`config.mk`:
```
export PLATFORM = sky130hd
export DESIGN_NAME = rst_status_ctl
export DESIGN_NICKNAME = d
export VERILOG_FILES = /design/src/rtl/rsc_pkg.sv /design/src/rtl/rsc_count.sv /design/src/rtl/rsc_bits.sv /design/src/rtl/rsc_req_fsm.sv /design/src/rtl/rst_status_ctl.sv
export SDC_FILE = /design/constraint.sdc
export NUM_CORES = 1
export LEC_CHECK = 0
export BUFFER_PORTS_ARGS = -buffer_cell sky130_fd_sc_hd__buf_2
export CORE_UTILIZATION = 33
export DETAILED_ROUTE_END_ITERATION = 10
export GPL_TIMING_DRIVEN = 0
export PLACE_DENSITY_LB_ADDON = 0.2
export SYNTH_ARGS = -nofsm -noshare
export SYNTH_HDL_FRONTEND = slang
export SYNTH_SLANG_ARGS = --single-unit
```
`constraint.sdc`:
```
create_clock -name clk -period 1.3 [get_ports clk]
set_input_delay 0.13 -clock clk [delete_from_list [all_inputs] [get_ports clk]]
set_output_delay 0.13 -clock clk [all_outputs]
set_load 0.005 [all_outputs]
```
`src/rtl/rsc_pkg.sv`:
```
package rsc_pkg;
    localparam int DATA_W    = 32;
    localparam int FIELD_LO  = 27;
    localparam int WORD_SEL  = 2;
    localparam int BIT_PWRON = 31;
    localparam int BIT_SWPOR = 30;
    localparam int BIT_SWXIR = 29;

    localparam logic [DATA_W-1:0] LIVE_MASK = 32'hF800_0000;
    localparam logic [DATA_W-1:0] W1C_MASK  = 32'h9800_0000;
    localparam logic [DATA_W-1:0] W1S_MASK  = 32'h6000_0000;
    localparam logic [DATA_W-1:0] PWRON_VAL = 32'h8000_0000;

    typedef enum logic {
        REQ_IDLE  = 1'b0,
        REQ_PULSE = 1'b1
    } req_state_t;
endpackage

```
`src/rtl/rsc_count.sv`:
```
module rsc_count #(
    parameter int CNT_W = 4
) (
    input  logic clk,
    input  logic por_n,
    input  logic evt_i,
    input  logic clr_i,
    output logic zero_o
);
    localparam logic [CNT_W-1:0] CNT_MAX = {CNT_W{1'b1}};

    logic [CNT_W-1:0] cnt_q;

    always_ff @(posedge clk or negedge por_n) begin
        if (!por_n) begin
            cnt_q <= '0;
        end else if (evt_i) begin
            if (cnt_q != CNT_MAX) begin
                cnt_q <= cnt_q + 1'b1;
            end
        end else if (clr_i) begin
            cnt_q <= '0;
        end
    end

    assign zero_o = (cnt_q == '0);
endmodule

```
`src/rtl/rsc_bits.sv`:
```
module rsc_bits
    import rsc_pkg::*;
(
    input  logic              clk,
    input  logic              por_n,
    input  logic              evt_i,
    input  logic              load_i,
    input  logic              wr_i,
    input  logic [DATA_W-1:0] wval_i,
    output logic [DATA_W-1:0] q_o
);
    assign q_o[FIELD_LO-1:0] = '0;

    for (genvar i = FIELD_LO; i < DATA_W; i++) begin : g_bit
        logic bit_q;
        logic bit_d;

        if (W1C_MASK[i]) begin : g_w1c
            always_comb begin
                bit_d = bit_q;
                if (evt_i) begin
                    if (load_i) bit_d = PWRON_VAL[i];
                end else if (wr_i && wval_i[i]) begin
                    bit_d = 1'b0;
                end
            end
        end else begin : g_w1s
            always_comb begin
                bit_d = bit_q;
                if (evt_i) begin
                    if (load_i) bit_d = PWRON_VAL[i];
                end else if (wr_i && wval_i[i]) begin
                    bit_d = 1'b1;
                end
            end
        end

        always_ff @(posedge clk or negedge por_n) begin
            if (!por_n) bit_q <= 1'b0;
            else        bit_q <= bit_d;
        end

        assign q_o[i] = bit_q;
    end
endmodule

```
`src/rtl/rsc_req_fsm.sv`:
```
module rsc_req_fsm
    import rsc_pkg::*;
(
    input  logic clk,
    input  logic por_n,
    input  logic fire_i,
    output logic req_o
);
    req_state_t state_q;
    req_state_t state_d;

    always_comb begin
        state_d = state_q;
        unique case (state_q)
            REQ_IDLE:  if (fire_i) state_d = REQ_PULSE;
            REQ_PULSE: state_d = fire_i ? REQ_PULSE : REQ_IDLE;
            default:   state_d = REQ_IDLE;
        endcase
    end

    always_ff @(posedge clk or negedge por_n) begin
        if (!por_n) state_q <= REQ_IDLE;
        else        state_q <= state_d;
    end

    always_comb begin
        unique case (state_q)
            REQ_PULSE: req_o = 1'b1;
            default:   req_o = 1'b0;
        endcase
    end
endmodule

```
`src/rtl/rst_status_ctl.sv`:
```
module rst_status_ctl
    import rsc_pkg::*;
#(
    parameter int ADDR_W = 3,
    parameter int CNT_W  = 4
) (
    input  logic              clk,
    input  logic              por_n,
    input  logic              rst_evt_i,
    input  logic              wr_en_i,
    input  logic [ADDR_W-1:0] addr_i,
    input  logic [DATA_W-1:0] wdata_i,
    output logic [DATA_W-1:0] rdata_o,
    output logic              reset_req_o
);
    logic              upper_sel;
    logic              wr_take;
    logic [DATA_W-1:0] wval;
    logic              cnt_zero;
    logic              req_fire;
    logic [DATA_W-1:0] status_q;

    assign upper_sel = addr_i[WORD_SEL];
    assign wr_take   = wr_en_i && upper_sel && !rst_evt_i;
    assign wval      = wdata_i & LIVE_MASK;
    assign req_fire  = wr_take && (wval[BIT_SWPOR] || wval[BIT_SWXIR]);

    rsc_count #(.CNT_W(CNT_W)) u_count (
        .clk    (clk),
        .por_n  (por_n),
        .evt_i  (rst_evt_i),
        .clr_i  (wr_take && wval[BIT_SWPOR]),
        .zero_o (cnt_zero)
    );

    rsc_bits u_bits (
        .clk    (clk),
        .por_n  (por_n),
        .evt_i  (rst_evt_i),
        .load_i (cnt_zero),
        .wr_i   (wr_take),
        .wval_i (wval),
        .q_o    (status_q)
    );

    rsc_req_fsm u_req (
        .clk    (clk),
        .por_n  (por_n),
        .fire_i (req_fire),
        .req_o  (reset_req_o)
    );

    assign rdata_o = upper_sel ? status_q : '0;
endmodule

```
Word level (Yosys, flattened, before mapping)
Index checks and enable logic that the tools add are counted.

storage, ports and cells
  bits in registers = 10
  latch bits = 0
  RAM bits = 0
  bits in read-only memories = 0
  input port bits = 39
  output and inout port bits = 33
  memories = 0

cells by class
  $add $sub $neg = 1
  multipliers = 0
  div/mod/pow operators = 0
  $lt $le $gt $ge = 0
  equal/unequal tests = 3
  shift-type cells = 0
  mux-type cells = 18
  bitwise gates (word level) = 0
  reductions and logical operators = 22

operators by type and width
  cell                                                             number
  32-bit 2-to-1 mux                                                1
  1-bit 2-to-1 mux                                                 14
  4-bit 2-to-1 mux                                                 3
  2-bit AND reduction                                              6
  2-bit nonzero test                                               5
  1-bit logical AND                                                8
  4-bit by 1-bit adder with 4-bit output, second input constant    1
  4-bit logical NOT                                                1
  2-bit by 1-bit != test with 1-bit output, second input constant  2
  4-bit != test, second input constant                             1
  1-bit logical NOT                                                1
  1-bit logical OR                                                 1

Logic depth before layout (Yosys ltp)
Gate-level depths: netlist of run 1.

  depth after elaboration = 5
  gate-level depth with buffers = 5

Modules after synthesis
Synthesis of run 1 repeated with hierarchy kept, for this count alone.

second synthesis, totals
  cells, all modules = 111
  area total of the unflattened synthesis = 885.8 um2

modules (own cells, without submodules)
  module          instances  cells each  area an instance (um2)
  rsc_bits        1          44          366.6
  rsc_count       1          27          249.0
  rst_status_ctl  1          39          245.2
  rsc_req_fsm     1          1           25.0

Worst setup path before layout of run 1
No wires, ideal clock.

  kind = flip-flop to flip-flop
  start point = reg u_count.cnt_q[0]
  end point = reg u_count.cnt_q[3]
  arrival time = 1.033 ns
  setup slack = 0.146 ns
  cell stages (with the launch flop) = 5
  buffers on the path = 0
  period minus slack after synthesis = 1.154 ns
  path through = dfrtp_1 ha_1 nand3_1 nand2_1 a32o_1

between the ends
  cells in the longest elaborated chain, start to end = 3
  elaborated cells on any way between the ends = 6

ends and longest elaborated chain
  element                                                                              RTL line                          source
  from (decl)                                                                          rsc_count.sv:12                   logic [CNT_W-1:0] cnt_q;
  from (signal assigned)                                                               rsc_count.sv:19                   cnt_q <= cnt_q + 1'b1;
  4-bit by 1-bit adder with 4-bit output / 4-bit != test (equally long branches)       rsc_count.sv:19, rsc_count.sv:18
  4-bit 2-to-1 mux / 2-bit by 1-bit != test with 1-bit output (equally long branches)  --
  4-bit 2-to-1 mux / 2-bit AND reduction (equally long branches)                       --

Parallel ways exist; a longest one is shown, timed or not. The select of a mux whose other input is x is not followed.
A chain may end at the register's enable or synchronous reset.

Final worst setup path of run 1
Ends and elaborated chain as after synthesis.

==> results of run 1 <==
==> critical path: stages (launching register included) <==
cell and delay [ns]:
sky130_fd_sc_hd__dfrtp_1 0.42, sky130_fd_sc_hd__ha_1 0.24, sky130_fd_sc_hd__nand3_1 0.10, sky130_fd_sc_hd__nand2_2 0.09
sky130_fd_sc_hd__a32o_1 0.25
==> worst paths after layout <==
| kind | from | end | slack [ns] | cells after the start |
|---|---|---|---|---|
| max | u_count.cnt_q[0]$_DFFE_PN0P_ | u_count.cnt_q[3]$_DFFE_PN0P_ | 0.09 | 4 |
| max reg2reg | u_count.cnt_q[0]$_DFFE_PN0P_ | u_count.cnt_q[3]$_DFFE_PN0P_ | 0.09 | 4 |
| max in group asynchronous | por_n | u_bits.g_bit[29].bit_q$_DFFE_PN0P_ | 0.87 | 2 |
| min | wdata_i[29] | u_req.state_q$_DFF_PN0_ | 0.12 | 2 |
| min reg2reg | u_bits.g_bit[31].bit_q$_DFFE_PN0P_ | u_bits.g_bit[31].bit_q$_DFFE_PN0P_ | 0.47 | 1 |
| min in group asynchronous | por_n | u_count.cnt_q[3]$_DFFE_PN0P_ | 0.26 | 2 |
==> synth_stat cells (all sizes together) <==
cell | n | area share
buf | 29 | 0.34
a32o | 2 | 0.031
xnor2 | 1 | 0.014
and3b | 1 | 0.014
nand4b | 1 | 0.037
nand4bb | 1 | 0.018
a22o | 1 | 0.014
nand2 | 6 | 0.035
xor2 | 1 | 0.014
mux2i | 2 | 0.031
nand3 | 2 | 0.016
a21bo | 1 | 0.016
conb | 1 | 0.0058
inv | 3 | 0.018
and2 | 3 | 0.029
dfrtp | 8 | 0.31
ha | 2 | 0.039
nand2b | 1 | 0.0097
o21a | 1 | 0.012
==> stage by stage <==
stage,hold slack [ns],power [mW],util,std cells,worst slack [ns]
after floorplan,-0.166,0.774,-,95,0.146
after global placement,-0.0162,0.861,0.468,131,0.0816
after detailed placement,-0.0124,0.886,0.468,131,0.0582
after CTS,0.109,1.09,0.486,135,0.0511
after global routing,0.110,1.17,0.488,135,0.0222
final,0.115,1.07,0.488,135,0.0903
==> layout make-up <==
| type | count | area (sq um) |
|---|---|---|
| tap | 25 | 31.3 |
| buffer | 29 | 218 |
| clock buffer | 3 | 22.5 |
| fill | 176 | 913 |
| multi-input combinational | 55 | 322 |
| inverter | 3 | 11.3 |
| timing repair buffer | 12 | 65.1 |
| sequential | 8 | 200 |
==> power by group <==
part / switching [mW] / internal (mW)
Sequential: 0.0923 / 0.359
Combinational: 0.178 / 0.253
Clock: 0.0827 / 0.106
==> metal layers <==
metal / up-vias / routed length [um] / global-route usage / part of all wire
met3: 0 / 103 / 0.0588 / 0.11
met2: 28 / 412 / 0.141 / 0.44
met1: 183 / 415 / 0.0976 / 0.45
met5: - / 0 / 0 / 0
met4: 0 / 0 / 0.0176 / 0
li1: 246 / - / - / -
==> state kept, by name (all words and copies together) (netlist names) <==
signal	cells
u_count.cnt_q	4
u_req.state_q	1
u_bits.g_bit.bit_q	3
==> logic make-up (layout without fill, tap and decap cells) <==
logic type / Yosys count / after routing / synth area share
AOI/OAI and AO/OA: 5 / 5 / 0.0720
DFF: 8 / 8 / 0.311
and+or+nand+nor: 15 / 15 / 0.158
other: 1 / 29 / 0.00583
adders and majority gates: 2 / 2 / 0.0389
muxes: 2 / 2 / 0.0311
buffers and inverters: 32 / 47 / 0.356
xor gates and xnor gates: 2 / 2 / 0.0272
==> what timing repair did <==
item	in CTS	in global routing
hold endpoints to repair	8	0
endpoints found under the setup margin	0	1
gates resized for setup	0	1
hold buffers	1	0
==> impl_metrics.prom, run 1 <==
# TYPE chip_impl_metric gauge
chip_impl_info{name="outcome",value="finished, final reports clean"} 1
chip_impl_metric{name="antenna_found_initial",unit=""} 0
chip_impl_metric{name="required_time_reported_for_the_critical_path_endpoint",unit="ns"} 1.44
chip_impl_metric{name="post_synth_inst_count",unit=""} 67
chip_impl_metric{name="antenna_nets_post_route",unit=""} 0
chip_impl_metric{name="grt_total_ovfl",unit=""} 0
chip_impl_metric{name="clock_path_buffers",unit=""} 2
chip_impl_metric{name="start_util",unit=""} 0.361
chip_impl_metric{name="cts_buffers",unit=""} 3
chip_impl_metric{name="io_pins",unit=""} 72
chip_impl_metric{name="area_growth_syn_to_layout",unit="%"} 35.2
chip_impl_metric{name="floorplan_row_count",unit=""} 15
chip_impl_metric{name="route.detailed.drc",unit=""} 0
chip_impl_metric{name="total_die_area",unit="sq mm"} 0.00213
chip_impl_metric{name="yosysUniqueCellTypes",unit=""} 19
chip_impl_metric{name="finalCritPeriodShare",unit=""} 0.931
chip_impl_metric{name="maximum_capacitance_violations",unit=""} 0
chip_impl_metric{name="finalSetupViolCount",unit=""} 0
chip_impl_metric{name="drive_gt1_frac",unit=""} 0.409
chip_impl_metric{name="worst_path_fanout_max",unit=""} 5
chip_impl_metric{name="htree_num_levels",unit=""} 1
chip_impl_info{name="critical_path.endpoint_type",value="register"} 1
chip_impl_metric{name="yosysWarningCount",unit=""} 0
chip_impl_metric{name="totalWireLength",unit="um"} 931
chip_impl_metric{name="path_clk_slew",unit="ns"} 0.06
chip_impl_metric{name="fin_tns_setup",unit="ns"} 0
chip_impl_metric{name="syn_area_per_cell",unit="sq um"} 9.60
chip_impl_metric{name="route.detailed.wl_per_inst",unit="um"} 6.90
chip_impl_metric{name="power_density",unit="mW/mm^2"} 1230
chip_impl_metric{name="final_critical_path_time_including_i_o_delays_and_setup",unit="ns"} 1.21
chip_impl_metric{name="arrival",unit="ns"} 1.35
chip_impl_metric{name="syn_area",unit="sq um"} 643
chip_impl_metric{name="finalInstanceArea",unit="sq um"} 870
chip_impl_metric{name="fp.dieH",unit="um"} 46.1
chip_impl_metric{name="finish.net_count",unit=""} 153
chip_impl_info{name="path_class",value="register to register"} 1
chip_impl_metric{name="place_area",unit="sq um"} 835
chip_impl_metric{name="ys_seq_area_frac",unit=""} 0.311
chip_impl_metric{name="clock_skew",unit="ns"} 0.00496
chip_impl_metric{name="post-cts-setup-buffers",unit=""} 0
chip_impl_metric{name="achievable-frequency",unit="MHz"} 827
chip_impl_metric{name="finalHoldViolCount",unit=""} 0
chip_impl_info{name="rsz0062_at_grt",value="no"} 1
chip_impl_metric{name="vdd.ir_drop.worst",unit="uV"} 756
chip_impl_metric{name="synth.ff_latch_count",unit=""} 8
chip_impl_metric{name="final-max-slew-violation-count",unit=""} 0
chip_impl_metric{name="port_buffers",unit=""} 11
chip_impl_info{name="clk_root_buffer_cell",value="sky130_fd_sc_hd__clkbuf_4"} 1
chip_impl_metric{name="vias",unit=""} 457
chip_impl_metric{name="grt_pass1_vias",unit=""} 317
chip_impl_metric{name="clk_latency",unit="ns"} 0.25
chip_impl_info{name="most_frequent_cells_in_the_layout",value="sky130_fd_sc_hd__buf_4, sky130_fd_sc_hd__conb_1, sky130_fd_sc_hd__buf_2"} 1
chip_impl_metric{name="firstDrtPassIters",unit=""} 4
chip_impl_metric{name="routabilityCongestion",unit=""} 0.735
chip_impl_metric{name="first_iter_violations",unit=""} 4
chip_impl_metric{name="grt_max_degree",unit=""} 9
chip_impl_metric{name="wire_length_of_the_first_global_routing_pass",unit="um"} 1300
chip_impl_metric{name="cts_num_sinks",unit=""} 8
chip_impl_metric{name="static-leakage-power",unit="nW"} 0.542
chip_impl_metric{name="n_antenna_cell",unit=""} 0
chip_impl_info{name="critPathLaunchType",value="register"} 1
chip_impl_metric{name="hpwl_after_detailed_placement",unit="um"} 787
chip_impl_metric{name="vias_per_cell",unit=""} 3.39
chip_impl_metric{name="die_span_in_x",unit="um"} 46.1
chip_impl_info{name="timing.hold.worst.class",value="input port to register"} 1
chip_impl_metric{name="overall_routing_resource_usage",unit=""} 0.0883
chip_impl_info{name="cts_tree",value="done"} 1
chip_impl_metric{name="placeableCoreArea",unit="sq mm"} 0.00178
Note: power is estimated with default switching activity, not from simulation.
==> run 2, diff against run 1 <==
--- a/config.mk
+++ b/config.mk
@@ -6,10 +6,11 @@
 export NUM_CORES = 1
 export LEC_CHECK = 0
 export BUFFER_PORTS_ARGS = -buffer_cell sky130_fd_sc_hd__buf_2
-export CORE_UTILIZATION = 33
+export CORE_UTILIZATION = 39
 export DETAILED_ROUTE_END_ITERATION = 10
 export GPL_TIMING_DRIVEN = 0
 export PLACE_DENSITY_LB_ADDON = 0.2
 export SYNTH_ARGS = -nofsm -noshare
 export SYNTH_HDL_FRONTEND = slang
+export SYNTH_HIERARCHICAL = 1
 export SYNTH_SLANG_ARGS = --single-unit
==> impl_metrics.prom, run 2 <==
# TYPE chip_impl_metric gauge
chip_impl_info{name="outcome",value="finished, final reports clean"} 1
chip_impl_metric{name="floorplan_row_count",unit=""} 16
chip_impl_info{name="critical_path.endpoint_type",value="register"} 1
chip_impl_metric{name="placeableCoreArea",unit="sq mm"} 0.00204
chip_impl_metric{name="port_buffers",unit=""} 11
chip_impl_metric{name="achievable-frequency",unit="MHz"} 787
chip_impl_metric{name="die_span_in_x",unit="um"} 49.6
chip_impl_info{name="registers.top_by_ff_count",value="u_count/cnt_q"} 1
chip_impl_metric{name="filler_cell_count",unit=""} 203
chip_impl_info{name="path_class",value="register to register"} 1
chip_impl_metric{name="routabilityCongestion",unit=""} 0.740
chip_impl_metric{name="finish.cell_count_without_fillers",unit=""} 182
chip_impl_info{name="cts_tree",value="done"} 1
chip_impl_metric{name="arrival",unit="ns"} 1.40
chip_impl_metric{name="clk_latency",unit="ns"} 0.25
chip_impl_metric{name="overall_routing_resource_usage",unit=""} 0.129
chip_impl_info{name="mostFrequentLayoutCell",value="sky130_fd_sc_hd__buf_4"} 1
chip_impl_metric{name="post_synth_inst_count",unit=""} 110
chip_impl_info{name="biggestRegsByFlops",value="u_count/cnt_q: 4 flops, u_bits/g_bit.bit_q: 3 flops, u_req/state_q: 1 flops"} 1
chip_impl_metric{name="total_die_area",unit="sq mm"} 0.00246
chip_impl_metric{name="clock_skew",unit="ns"} 0.00538
chip_impl_metric{name="vdd.ir_drop.worst",unit="uV"} 704
chip_impl_metric{name="dp_cells",unit=""} 176
chip_impl_metric{name="largest_register_ff_count",unit=""} 4
chip_impl_metric{name="syn_area",unit="sq um"} 882
chip_impl_metric{name="required_time_reported_for_the_critical_path_endpoint",unit="ns"} 1.43
chip_impl_metric{name="finalHoldViolCount",unit=""} 0
chip_impl_metric{name="syn_area_per_cell",unit="sq um"} 8.02
chip_impl_metric{name="route.detailed.drc",unit=""} 0
chip_impl_metric{name="power_density",unit="mW/mm^2"} 894
chip_impl_metric{name="finalInstanceArea",unit="sq mm"} 0.00115
chip_impl_metric{name="fp.dieH",unit="um"} 49.6
chip_impl_metric{name="wire_length_of_the_first_global_routing_pass",unit="um"} 2470
chip_impl_metric{name="hpwl_after_detailed_placement",unit="um"} 1200
chip_impl_metric{name="drive_gt1_frac",unit=""} 0.406
chip_impl_metric{name="multi_input_area",unit="sq um"} 541
chip_impl_metric{name="place_area",unit="sq mm"} 0.00108
chip_impl_metric{name="grt_total_ovfl",unit=""} 0
chip_impl_metric{name="antenna_found_initial",unit=""} 0
chip_impl_info{name="rsz0062_at_grt",value="yes"} 1
chip_impl_metric{name="grt_max_degree",unit=""} 13
chip_impl_metric{name="first_iter_violations",unit=""} 11
chip_impl_metric{name="cts_buffers",unit=""} 3
chip_impl_metric{name="cts_num_sinks",unit=""} 8
chip_impl_metric{name="vias_per_cell",unit=""} 3.85
chip_impl_metric{name="grt_pass1_vias",unit=""} 593
chip_impl_metric{name="antenna_nets_post_route",unit=""} 0
chip_impl_info{name="clk_root_buffer_cell",value="sky130_fd_sc_hd__clkbuf_4"} 1
chip_impl_metric{name="finalSetupViolCount",unit=""} 0
chip_impl_metric{name="final_critical_path_time_including_i_o_delays_and_setup",unit="ns"} 1.27
chip_impl_metric{name="route.detailed.wl_per_inst",unit="um"} 8.47
chip_impl_metric{name="finish.net_count",unit=""} 198
chip_impl_info{name="timing.hold.worst.class",value="input port to register"} 1
chip_impl_metric{name="path_clk_slew",unit="ns"} 0.06
chip_impl_info{name="critPathSlowestCell",value="sky130_fd_sc_hd__dfrtp_1"} 1
chip_impl_metric{name="maximum_capacitance_violations",unit=""} 0
chip_impl_metric{name="seq_area",unit="sq um"} 200
chip_impl_info{name="most_frequent_cells_in_the_layout",value="sky130_fd_sc_hd__buf_4, sky130_fd_sc_hd__and2_1, sky130_fd_sc_hd__conb_1"} 1
chip_impl_info{name="critPathLaunchType",value="register"} 1
chip_impl_metric{name="worst_path_fanout_max",unit=""} 4
chip_impl_metric{name="n_antenna_cell",unit=""} 0
chip_impl_metric{name="area_growth_syn_to_layout",unit="%"} 30.1
chip_impl_metric{name="clock_path_buffers",unit=""} 2
chip_impl_metric{name="static-leakage-power",unit="nW"} 0.628
chip_impl_metric{name="htree_num_levels",unit=""} 1
chip_impl_metric{name="start_util",unit=""} 0.432
chip_impl_metric{name="finalCritPeriodShare",unit=""} 0.977
chip_impl_metric{name="vias",unit=""} 700
chip_impl_metric{name="firstDrtPassIters",unit=""} 4
chip_impl_metric{name="io_pins",unit=""} 72
chip_impl_metric{name="totalWireLength",unit="um"} 1540
chip_impl_metric{name="final-max-slew-violation-count",unit=""} 0
chip_impl_info{name="path_cells",value="inv_2, ha_4, nor3b_4, a21boi_1, a31o_1"} 1
chip_impl_metric{name="yosysWarningCount",unit=""} 6
chip_impl_metric{name="hold-worst-slack",unit="ns"} 0.0896
chip_impl_metric{name="crit_path_max_incr_delay",unit="ns"} 0.41
## run 2: timing repair
action	CTS	global route
endpoints found under the hold margin	8	0
resized for setup	2	4
setup endpoints to repair	3	3
hold buffers	1	0
pin swaps	0	2
setup buffers	0	2
## run 2: final timing paths
path                       slack, ns                                 end  depth (start not counted)                                from
max                             0.03  u_bits/g_bit[30].bit_q$_DFFE_PN0P_                          5        u_count/cnt_q[0]$_DFFE_PN0P_
min                             0.09  u_bits/g_bit[31].bit_q$_DFFE_PN0P_                          2                         wdata_i[31]
min reg2reg                     0.57  u_bits/g_bit[29].bit_q$_DFFE_PN0P_                          2  u_bits/g_bit[29].bit_q$_DFFE_PN0P_
max in group asynchronous       0.89  u_bits/g_bit[31].bit_q$_DFFE_PN0P_                          2                               por_n
max reg2reg                     0.03  u_bits/g_bit[30].bit_q$_DFFE_PN0P_                          5        u_count/cnt_q[0]$_DFFE_PN0P_
min in group asynchronous       0.24        u_count/cnt_q[1]$_DFFE_PN0P_                          2                               por_n
## run 2: routing by layer
layer	wire length (um)	up-vias	global-route usage
met1	743	281	0.163
met2	695	36	0.221
met4	0	0	0.0429
li1	-	383	-
met3	103	0	0.0216
met5	0	-	0
## run 2: per-stage QoR
stage                     setup WS [ns]  TNS, ns  utilization  power (mW)
after floorplan                  0.0456        0            -       0.661
after global placement          -0.0778  -0.0778        0.527       0.726
after detailed placement         -0.117   -0.201        0.527       0.739
after CTS                       0.00720        0        0.548       0.954
after global routing            -0.0365  -0.0365        0.562        1.11
final                            0.0300        0        0.562        1.03
## run 2: worst max-delay path, delay by kind of cell (launching register included)
kind	cells	cell delay, ns
flops	1	0.41
compound gates	2	0.28
simple gates	1	0.22
fa+ha+maj	1	0.13
buf+inv	1	0.11
## run 2: final cells by class
cell class,count,share of cell area
buffer,35,0.222
clock buffer,3,0.0196
sequential,8,0.174
multi-input combinational,91,0.471
inverter,4,0.0131
tap,27,0.0294
timing repair buffer,14,0.0698
## run 2: power breakdown
part | switching, mW | total, mW | internal [mW]
Clock | 0.0819 | 0.187 | 0.106
Sequential | 0.0676 | 0.374 | 0.306
Combinational | 0.193 | 0.464 | 0.271
Total | 0.343 | 1.03 | 0.683
==> run 3, diff against run 2 <==
--- a/config.mk
+++ b/config.mk
@@ -5,10 +5,12 @@
 export SDC_FILE = /design/constraint.sdc
 export NUM_CORES = 1
 export LEC_CHECK = 0
-export BUFFER_PORTS_ARGS = -buffer_cell sky130_fd_sc_hd__buf_2
-export CORE_UTILIZATION = 39
+export CORE_UTILIZATION = 55
+export CTS_CLUSTER_SIZE = 12
 export DETAILED_ROUTE_END_ITERATION = 10
+export DONT_BUFFER_PORTS = 1
 export GPL_TIMING_DRIVEN = 0
+export HOLD_SLACK_MARGIN = 0.12
 export PLACE_DENSITY_LB_ADDON = 0.2
 export SYNTH_ARGS = -nofsm -noshare
 export SYNTH_HDL_FRONTEND = slang
==> impl_metrics.prom, run 3 (synthesis gave the netlist of run 2 again) <==
# TYPE chip_impl_metric gauge
chip_impl_metric{name="finalHoldViolCount",unit=""} 0
chip_impl_metric{name="hpwl_after_detailed_placement",unit="um"} 1080
chip_impl_metric{name="clock_path_buffers",unit=""} 2
chip_impl_metric{name="vdd.ir_drop.worst",unit="uV"} 994
chip_impl_metric{name="antenna_found_initial",unit=""} 0
chip_impl_metric{name="achievable-frequency",unit="MHz"} 809
chip_impl_metric{name="placeableCoreArea",unit="sq mm"} 0.00151
chip_impl_metric{name="drive_gt1_frac",unit=""} 0.340
chip_impl_metric{name="finalSetupViolCount",unit=""} 0
chip_impl_info{name="timing.hold.worst.class",value="input port to register"} 1
chip_impl_metric{name="port_buffers",unit=""} 0
chip_impl_metric{name="die_span_in_x",unit="um"} 42.0
chip_impl_metric{name="power_density",unit="mW/mm^2"} 879
chip_impl_metric{name="dp_cells",unit=""} 154
chip_impl_metric{name="cts_buffers",unit=""} 3
chip_impl_metric{name="finalCritPeriodShare",unit=""} 0.951
chip_impl_metric{name="route.detailed.wl_per_inst",unit="um"} 9.78
chip_impl_metric{name="vias",unit=""} 726
chip_impl_metric{name="floorplan_row_count",unit=""} 14
chip_impl_metric{name="final-max-slew-violation-count",unit=""} 0
chip_impl_metric{name="totalWireLength",unit="um"} 1590
chip_impl_info{name="cts_tree",value="done"} 1
chip_impl_metric{name="fp.dieH",unit="um"} 42.0
chip_impl_metric{name="route.detailed.drc",unit=""} 0
chip_impl_metric{name="met2_routed_length",unit="um"} 757
chip_impl_metric{name="worst_path_fanout_max",unit=""} 4
chip_impl_info{name="biggestRegsByFlops",value="u_count/cnt_q: 4 flops, u_bits/g_bit.bit_q: 3 flops, u_req/state_q: 1 flops"} 1
chip_impl_info{name="outcome",value="finished, final reports clean"} 1
chip_impl_metric{name="clk_latency",unit="ns"} 0.25
chip_impl_metric{name="post-route-worst-setup-slack",unit="ns"} 0.0643
chip_impl_metric{name="place_area",unit="sq mm"} 0.00101
chip_impl_metric{name="grt_max_degree",unit=""} 11
chip_impl_metric{name="cts_num_sinks",unit=""} 8
chip_impl_metric{name="place_worst_setup_slack",unit="ns"} -0.0512
chip_impl_metric{name="fin_tns_setup",unit="ns"} 0
chip_impl_metric{name="filler_cell_count",unit=""} 128
chip_impl_info{name="dr.max_layer_used",value="met4"} 1
chip_impl_metric{name="maximum_capacitance_violations",unit=""} 0
chip_impl_metric{name="total_power",unit="mW"} 0.966
chip_impl_metric{name="required_time_reported_for_the_critical_path_endpoint",unit="ns"} 1.44
chip_impl_metric{name="static-leakage-power",unit="nW"} 0.592
chip_impl_metric{name="met3_wirelength",unit="um"} 127
chip_impl_metric{name="area_growth_syn_to_layout",unit="%"} 24.5
chip_impl_metric{name="htree_num_levels",unit=""} 1
chip_impl_metric{name="antenna_nets_post_route",unit=""} 0
chip_impl_metric{name="overall_routing_resource_usage",unit=""} 0.179
chip_impl_info{name="path_class",value="register to register"} 1
chip_impl_metric{name="n_antenna_cell",unit=""} 0
chip_impl_info{name="registers.top_by_ff_count",value="u_count/cnt_q"} 1
chip_impl_metric{name="vias_per_cell",unit=""} 4.45
chip_impl_metric{name="finish.cell_count_without_fillers",unit=""} 163
chip_impl_metric{name="largest_register_ff_count",unit=""} 4
chip_impl_metric{name="first_iter_violations",unit=""} 21
chip_impl_metric{name="routabilityCongestion",unit=""} 0.723
chip_impl_metric{name="grt_pass1_vias",unit=""} 615
chip_impl_metric{name="met1_wl",unit="um"} 673
chip_impl_metric{name="start_util",unit=""} 0.586
chip_impl_info{name="critical_path.endpoint_type",value="register"} 1
chip_impl_metric{name="clock_skew",unit="ns"} 0.000154
chip_impl_info{name="critPathLaunchType",value="register"} 1
chip_impl_metric{name="final_critical_path_time_including_i_o_delays_and_setup",unit="ns"} 1.24
chip_impl_metric{name="path_clk_slew",unit="ns"} 0.05
chip_impl_info{name="clk_root_buffer_cell",value="sky130_fd_sc_hd__clkbuf_4"} 1
chip_impl_metric{name="firstDrtPassIters",unit=""} 4
chip_impl_metric{name="wire_length_of_the_first_global_routing_pass",unit="um"} 2520
chip_impl_metric{name="total_die_area",unit="sq mm"} 0.00177
chip_impl_metric{name="finalInstanceArea",unit="sq mm"} 0.00110
chip_impl_info{name="mostFrequentLayoutCell",value="sky130_fd_sc_hd__buf_4"} 1
chip_impl_metric{name="io_pins",unit=""} 72
chip_impl_info{name="rsz0062_at_grt",value="yes"} 1
chip_impl_metric{name="arrival",unit="ns"} 1.37
chip_impl_info{name="most_frequent_cells_in_the_layout",value="sky130_fd_sc_hd__buf_4, sky130_fd_sc_hd__and2_1, sky130_fd_sc_hd__conb_1"} 1
chip_impl_metric{name="finish.net_count",unit=""} 190
chip_impl_metric{name="grt_total_ovfl",unit=""} 0
-- run 3: cell count changes in the layout (fill, tap and decap cells not counted) --
cell	before	now
sky130_fd_sc_hd__ha_1	1	2
sky130_fd_sc_hd__dlygate4sd3_1	1	5
sky130_fd_sc_hd__buf_4	34	33
sky130_fd_sc_hd__ha_4	1	0
sky130_fd_sc_hd__buf_2	11	0
-- run 3: where the power goes --
| group | switching, mW | internal [mW] | total [mW] |
|---|---|---|---|
| registers | 0.0732 | 0.306 | 0.379 |
| logic | 0.171 | 0.230 | 0.400 |
| clock network | 0.0808 | 0.105 | 0.186 |
-- run 3: what timing repair did --
item	CTS	global route
hold buffers	5	0
pin swaps	0	0
buffers inserted	0	1
resized for setup	1	3
endpoints found under the setup margin	1	3
endpoints found under the hold margin	16	0
-- run 3: worst max-delay path, cell delays in order, from the launching register on --
cell and delay, ns:
sky130_fd_sc_hd__dfrtp_1 0.41, sky130_fd_sc_hd__inv_2 0.09, sky130_fd_sc_hd__ha_1 0.14, sky130_fd_sc_hd__nor3b_4 0.21
sky130_fd_sc_hd__a21boi_1 0.09, sky130_fd_sc_hd__a31o_1 0.19
-- run 3: through the flow --
step | utilization | hold WS [ns]
final | 0.729 | 0.144
after global routing | 0.729 | 0.143
after floorplan | - | -0.166
after global placement | 0.669 | -0.165
after CTS | 0.720 | 0.128
after detailed placement | 0.669 | -0.165
-- run 3: cell type report --
type | count | area (sq um) | area share
Tap cell | 16 | 20.0 | 0.0182
Buffer | 35 | 255 | 0.232
Clock buffer | 3 | 22.5 | 0.0205
Multi-Input combinational cell | 91 | 528 | 0.481
Inverter | 4 | 15.0 | 0.0137
Sequential cell | 8 | 200 | 0.182
Timing Repair Buffer | 6 | 57.6 | 0.0524
-- run 3: per-layer routing --
| metal | up-vias | track usage |
|---|---|---|
| li1 | 369 | - |
| met1 | 315 | 0.231 |
| met2 | 37 | 0.319 |
| met3 | 5 | 0.0172 |
| met4 | 0 | 0.0500 |
| met5 | - | 0 |
-- run 3: worst paths after layout --
kind	end	slack (ns)	cells after the start	start
setup / recovery	u_bits/g_bit[30].bit_q$_DFFE_PN0P_	0.06	5	u_count/cnt_q[1]$_DFFE_PN0P_
min in group asynchronous	u_count/cnt_q[3]$_DFFE_PN0P_	0.24	1	por_n
setup reg to reg	u_bits/g_bit[30].bit_q$_DFFE_PN0P_	0.06	5	u_count/cnt_q[1]$_DFFE_PN0P_
hold reg to reg	u_bits/g_bit[29].bit_q$_DFFE_PN0P_	0.57	2	u_bits/g_bit[29].bit_q$_DFFE_PN0P_
max in group asynchronous	u_bits/g_bit[31].bit_q$_DFFE_PN0P_	0.79	1	por_n
hold / removal	u_bits/g_bit[30].bit_q$_DFFE_PN0P_	0.14	2	rst_evt_i
